[src/rtl/mfw_pkg.sv]
package mfw_pkg;
   typedef enum logic [1:0] {
      CLS_ZERO = 2'd0,
      CLS_SUB  = 2'd1,
      CLS_NORM = 2'd2,
      CLS_NAN  = 2'd3
   } mfw_class_e;
endpackage

[src/rtl/mfw_classify.sv]
module mfw_classify
   import mfw_pkg::*;
#(
   parameter int EXP_W  = 3,
   parameter int FRAC_W = 4
) (
   input  logic [EXP_W-1:0]  exp_code,
   input  logic [FRAC_W-1:0] frac_code,
   output mfw_class_e        cls
);
   always_comb begin
      if (exp_code == '0)
         cls = (frac_code == '0) ? CLS_ZERO : CLS_SUB;
      else if (exp_code == {EXP_W{1'b1}})
         cls = CLS_NAN;
      else
         cls = CLS_NORM;
   end
endmodule

[src/rtl/mfw_subnorm.sv]
module mfw_subnorm #(
   parameter int FRAC_W   = 4,
   parameter int DEXP_W   = 8,
   parameter int SUB_BASE = 125
) (
   input  logic [FRAC_W-1:0] frac_code,
   output logic [DEXP_W-1:0] exp_out,
   output logic [FRAC_W-1:0] frac_out
);
   localparam int SH_W = $clog2(FRAC_W + 1);

   logic [SH_W-1:0] shift;

   // shift count: distance of the highest set bit from just above the field
   always_comb begin
      shift = '0;
      for (int i = 0; i < FRAC_W; i++)
         if (frac_code[i]) shift = SH_W'(FRAC_W - i);
   end

   assign frac_out = frac_code << shift;
   assign exp_out  = DEXP_W'(SUB_BASE) - DEXP_W'(shift);
endmodule

[src/rtl/mfw_pack.sv]
module mfw_pack
   import mfw_pkg::*;
#(
   parameter int EXP_W     = 3,
   parameter int FRAC_W    = 4,
   parameter int DEXP_W    = 8,
   parameter int DFRAC_W   = 23,
   parameter int BIAS_DIFF = 124,
   localparam int OUT_W    = 1 + DEXP_W + DFRAC_W
) (
   input  logic               sign,
   input  logic [EXP_W-1:0]   exp_code,
   input  logic [FRAC_W-1:0]  frac_code,
   input  mfw_class_e         cls,
   input  logic [DEXP_W-1:0]  sub_exp,
   input  logic [FRAC_W-1:0]  sub_frac,
   output logic [OUT_W-1:0]   word
);
   localparam int PAD = DFRAC_W - FRAC_W;

   logic [DEXP_W-1:0]  exp_sel;
   logic [FRAC_W-1:0]  frac_sel;
   logic [DFRAC_W-1:0] frac_wide;

   always_comb begin
      unique case (cls)
         CLS_ZERO: begin exp_sel = '0;                 frac_sel = '0; end
         CLS_SUB:  begin exp_sel = sub_exp;            frac_sel = sub_frac; end
         CLS_NAN:  begin exp_sel = {DEXP_W{1'b1}};
                         frac_sel = {1'b1, frac_code[FRAC_W-2:0]}; end
         default:  begin exp_sel = DEXP_W'(exp_code) + DEXP_W'(BIAS_DIFF);
                         frac_sel = frac_code; end
      endcase
   end

   generate
      if (PAD > 0) begin : g_pad
         assign frac_wide = {frac_sel, {PAD{1'b0}}};
      end else begin : g_nopad
         assign frac_wide = frac_sel;
      end
   endgenerate

   assign word = {sign, exp_sel, frac_wide};
endmodule

[src/rtl/mfw_widen.sv]
module mfw_widen
   import mfw_pkg::*;
#(
   parameter int EXP_W   = 3,
   parameter int FRAC_W  = 4,
   parameter int DEXP_W  = 8,
   parameter int DFRAC_W = 23,
   localparam int IN_W   = 1 + EXP_W + FRAC_W,
   localparam int OUT_W  = 1 + DEXP_W + DFRAC_W
) (
   input  logic             clk,
   input  logic             rst,
   input  logic             in_valid,
   input  logic [IN_W-1:0]  in_byte,
   output logic             out_valid,
   output logic [OUT_W-1:0] out_word
);
   localparam int SRC_BIAS  = (1 << (EXP_W - 1)) - 1;
   localparam int DST_BIAS  = (1 << (DEXP_W - 1)) - 1;
   localparam int BIAS_DIFF = DST_BIAS - SRC_BIAS;
   localparam int SUB_BASE  = BIAS_DIFF + 1;

   generate
      if (EXP_W < 2 || FRAC_W < 2)
         $error("mfw_widen: source fields too narrow");
      if (DEXP_W <= EXP_W || DFRAC_W < FRAC_W)
         $error("mfw_widen: destination must be at least as wide as source");
      if (SUB_BASE - FRAC_W < 1)
         $error("mfw_widen: renormalized exponent would underflow");
   endgenerate

   logic              sign;
   logic [EXP_W-1:0]  exp_code;
   logic [FRAC_W-1:0] frac_code;
   mfw_class_e        cls;
   logic [DEXP_W-1:0] sub_exp;
   logic [FRAC_W-1:0] sub_frac;
   logic [OUT_W-1:0]  word_next;

   assign {sign, exp_code, frac_code} = in_byte;

   mfw_classify #(.EXP_W(EXP_W), .FRAC_W(FRAC_W)) u_cls (
      .exp_code(exp_code), .frac_code(frac_code), .cls(cls));

   mfw_subnorm #(.FRAC_W(FRAC_W), .DEXP_W(DEXP_W), .SUB_BASE(SUB_BASE)) u_sub (
      .frac_code(frac_code), .exp_out(sub_exp), .frac_out(sub_frac));

   mfw_pack #(.EXP_W(EXP_W), .FRAC_W(FRAC_W), .DEXP_W(DEXP_W),
              .DFRAC_W(DFRAC_W), .BIAS_DIFF(BIAS_DIFF)) u_pack (
      .sign(sign), .exp_code(exp_code), .frac_code(frac_code), .cls(cls),
      .sub_exp(sub_exp), .sub_frac(sub_frac), .word(word_next));

   always_ff @(posedge clk) begin
      if (rst) begin
         out_valid <= 1'b0;
         out_word  <= '0;
      end else begin
         out_valid <= in_valid;
         if (in_valid) out_word <= word_next;
      end
   end

   localparam int LOW_W = DFRAC_W - FRAC_W + 1;

   assert_sign_copy_R1: assert property (@(posedge clk) disable iff (rst)
      in_valid |=> out_word[OUT_W-1] == $past(in_byte[IN_W-1]));

   assert_rebias_R2: assert property (@(posedge clk) disable iff (rst)
      (in_valid && exp_code != '0 && exp_code != {EXP_W{1'b1}}) |=>
      out_word[OUT_W-2 -: DEXP_W] == DEXP_W'($past(exp_code)) + DEXP_W'(BIAS_DIFF));

   assert_zero_R4: assert property (@(posedge clk) disable iff (rst)
      (in_valid && in_byte[IN_W-2:0] == '0) |=> out_word[OUT_W-2:0] == '0);

   assert_nan_R6: assert property (@(posedge clk) disable iff (rst)
      (in_valid && exp_code == {EXP_W{1'b1}}) |=>
      (out_word[OUT_W-2 -: DEXP_W] == {DEXP_W{1'b1}} && out_word[DFRAC_W-1]));

   assert_sub_exp_R5: assert property (@(posedge clk) disable iff (rst)
      (in_valid && exp_code == '0 && frac_code != '0) |=>
      (out_word[OUT_W-2 -: DEXP_W] < DEXP_W'(SUB_BASE) &&
       out_word[OUT_W-2 -: DEXP_W] >= DEXP_W'(SUB_BASE - FRAC_W)));

   assert_low_zero_R3: assert property (@(posedge clk) disable iff (rst)
      (in_valid && in_byte[IN_W-2:0] != '0) |=> out_word[LOW_W-2:0] == '0);

   assert_valid_follow_R7: assert property (@(posedge clk) disable iff (rst)
      in_valid |=> out_valid);

   assert_valid_drop_R7: assert property (@(posedge clk) disable iff (rst)
      !in_valid |=> !out_valid);

   assert_hold_R8: assert property (@(posedge clk) disable iff (rst)
      !in_valid |=> $stable(out_word));
endmodule

[config.mk]
export PLATFORM = sky130hd
export DESIGN_NAME = mfw_widen
export DESIGN_NICKNAME = d
export VERILOG_FILES = /design/src/rtl/mfw_pkg.sv /design/src/rtl/mfw_classify.sv /design/src/rtl/mfw_subnorm.sv /design/src/rtl/mfw_pack.sv /design/src/rtl/mfw_widen.sv
export SDC_FILE = /design/constraint.sdc
export NUM_CORES = 1
export LEC_CHECK = 0
export ABC_AREA = 1
export BUFFER_PORTS_ARGS = -buffer_cell sky130_fd_sc_hd__buf_2
export CAP_MARGIN = 20
export CORE_UTILIZATION = 53
export CTS_BUF_LIST = sky130_fd_sc_hd__clkbuf_16
export CTS_CLUSTER_DIAMETER = 120
export DETAILED_ROUTE_END_ITERATION = 12
export GPL_TIMING_DRIVEN = 0
export PLACE_DENSITY = 0.79
export SLEW_MARGIN = 10
export SYNTH_ARGS = -nofsm -noshare
export SYNTH_HDL_FRONTEND = slang
export SYNTH_HIERARCHICAL = 1
export SYNTH_SLANG_ARGS = --single-unit
[constraint.sdc]
create_clock -name clk -period 1.3 [get_ports clk]
set_input_delay 0.13 -clock clk [delete_from_list [all_inputs] [get_ports clk]]
set_output_delay 0.13 -clock clk [all_outputs]
set_load 0.01 [all_outputs]
==> impl_metrics.toml <==
[run_status]
status = "finished clean"

[power_and_ir_drop]
p_switching_uw = 697
ir_drop_mv = 0.950
switching_share_pct = 24.0
pwr-share-comb_pct = 17.1
total_leakage_power_uw = 0.00140
p_clk_share_pct = 44.2
power_frac_seq_pct = 38.7
cellPowerDensity_nw_per_um2 = 1220
p_int_uw = 2200

[clock_tree]
cts-root-buf = "clkbuf_16"
ctsResizeCount = 0
clock_sinks = 33
hold_buffers = 0
clk_path_buf_depth = 2
post-cts-setup-buffers = 0
h-tree-depth = 2
clkLatencyLatePin_ps = 270
clk_pin_slew_ps = 50
cts_tree = "built"
cts_buffers = 5

[setup_path]
cp_cell_sequence = "buf_2, inv_1, nand2_1, nor2_2, nand2_1, nand2_1, buf_2, nor2_1, nand2_1, nand2_1, inv_1, nand2_1, nand2_1, nor2_1"
rr_startpoint = "out_word[2]"
critPathMaxFanout = 10
cpMaxStageDelayCell = "buf_2"
startpoint = "in_byte[4]"
cp-end-kind = "flip-flop"
cp_slowest_stage_delay_ps = 190
arrival_ps = 1210
worstPathRequired_ps = 1460
worstSetupStartpointType = "input port"
critPathKind = "in -> reg"
worst_path_most_repeated_cell = "nand2_1"

[timing]
finalClockSkew_ps = 0
finalHoldViolCount = 0
setup_viol = 0
rsz0062_at_grt = "no"
post-route-period-util_pct = 80.4
period_needed_ps = 1040
max_freq_mhz = 957
drv_slew = 0
setup_ws_ps = 255
setup-tns-final_ps = 0

[global_routing]
grt_pass1_wl_mm = 5.22
overflow = 0
grt_max_degree = 11
grt_pass1_vias = 1329
antenna_found_initial = 0
track_usage_pct = 18.6

[floorplan]
fp-row-count = 21
coreArea_um2 = 3360
fp.dieW_um = 61.4
die_height_um = 61.4
die_area_um2 = 3780
initial_core_util_pct = 55.7
io-pin-count = 44

[min_path]
hold_class = "in -> reg"
holdCritStartpoint = "rst"

[route]
routedWlPerCell_um = 7.99
dr.pass1.iters = 5
vias_per_cell = 4.06
num_vias = 1693
antenna_left = 0
drtIter0Drc = 79
routed_wl_mm = 3.33
drcViolationCount = 0

[logic_synthesis]
yosysUniqueCellTypes = 18
syn_area_um2 = 1870
yosysWarnings = 6
yosys_register_bits = 33
netlist_instances = 300
synth_area_per_cell_um2 = 6.24
seq_area_frac_synth_pct = 35.3

[layout]
final_area_um2 = 2380
drive_above_1_share_pct = 25.9
antenna_cells = 0
fin_nets = 381
syn2layout_area_growth_pct = 27.1

[place]
port_buffers = 41
dpl_cell_area_um2 = 2220
gp_congestion = 0.778
pre_cts_slack_ps = -10.4
dpl.hpwl_mm = 2.39

[flow_run]
drv_cap = 0
-- per-stage QoR --
step	total power [uW]	hold slack [ps]	instances	utilization, %
after floorplan	1500	201	322	-
final	2900	23.9	417	70.8
after global placement	1630	303	409	66.0
after detailed placement	1630	305	409	66.0
after global routing	3050	29.1	417	70.8
after CTS	2930	21.8	417	70.8
-- logic make-up after synthesis --
family / synth area share [%]
flip-flops: 35.3
other: 0.601
buffers and inverters: 25.5
AO/OA/AOI/OAI: 3.61
AND/OR/NAND/NOR: 35.1
-- worst paths after layout --
kind	to	slack [ps]	depth (start not counted)
setup / recovery	out_word[27]	260	14
setup reg to reg	out_word[2]	690	2
hold reg to reg	out_word[13]	460	2
hold / removal	out_valid	20	2
-- power groups by stage --
stage	clock [uW]	combinational [uW]	sequential, uW
after floorplan	0	323	1180
after global routing	1350	570	1130
final	1280	497	1120
after global placement	0	488	1140
after CTS	1310	497	1120
after detailed placement	0	493	1140
-- synth_stat cells --
| library cell | count | area share [%] |
|---|---|---|
| dfxtp_1 | 33 | 35 |
| buf_6 | 5 | 3.0 |
| inv_2 | 2 | 0.40 |
| buf_2 | 5 | 1.3 |
| a21oi_2 | 1 | 0.47 |
| nand2_2 | 6 | 2.0 |
| a21boi_1 | 1 | 0.40 |
| a21oi_1 | 4 | 1.1 |
| buf_12 | 1 | 1.1 |
| o21ai_0 | 5 | 1.3 |
| inv_1 | 42 | 8.4 |
| nand3_1 | 4 | 1.1 |
| nor2_1 | 74 | 15 |
| nand2_1 | 84 | 17 |
| nor2_2 | 1 | 0.33 |
| buf_4 | 28 | 11 |
| conb_1 | 3 | 0.60 |
| o22ai_1 | 1 | 0.33 |
-- state kept, by name, indices dropped and copies added (netlist names) --
name       count
out_word      32
out_valid      1
-- critical path, delay by kind of cell --
kind	cells	cell delay (ps)
AND/OR/NAND/NOR	10	680
buffers and inverters	4	410
-- layout make-up --
type	instances	area, um2
multi-input combinational	206	818
clock inverter	3	37.5
inverter	44	165
clock buffer	5	125
timing repair buffer	41	205
tap	46	57.6
sequential	33	661
buffer	39	312
fill	316	982
-- per-layer routing --
layer  vias up  GRT usage [%]  wire [um]
li1        949              -          -
met1       711           22.2       1630
met2        29           33.4       1540
met3         4           3.78        130
met4         0           5.71         31
met5         -              0          0
-- layout by cell type, fill, tap and decap left out, drive strengths merged --
cell	Yosys	routed
clkbuf	0	5
buf	39	80
o22ai	1	1
conb	3	25
a21boi	1	1
bufinv	0	1
a21oi	5	5
dfxtp	33	33
nand2	90	90
clkinv	0	1
nor2	75	75
inv	44	45
o21ai	5	5
nand3	4	4
No activity file was read; power rests on OpenSTA's default activity.
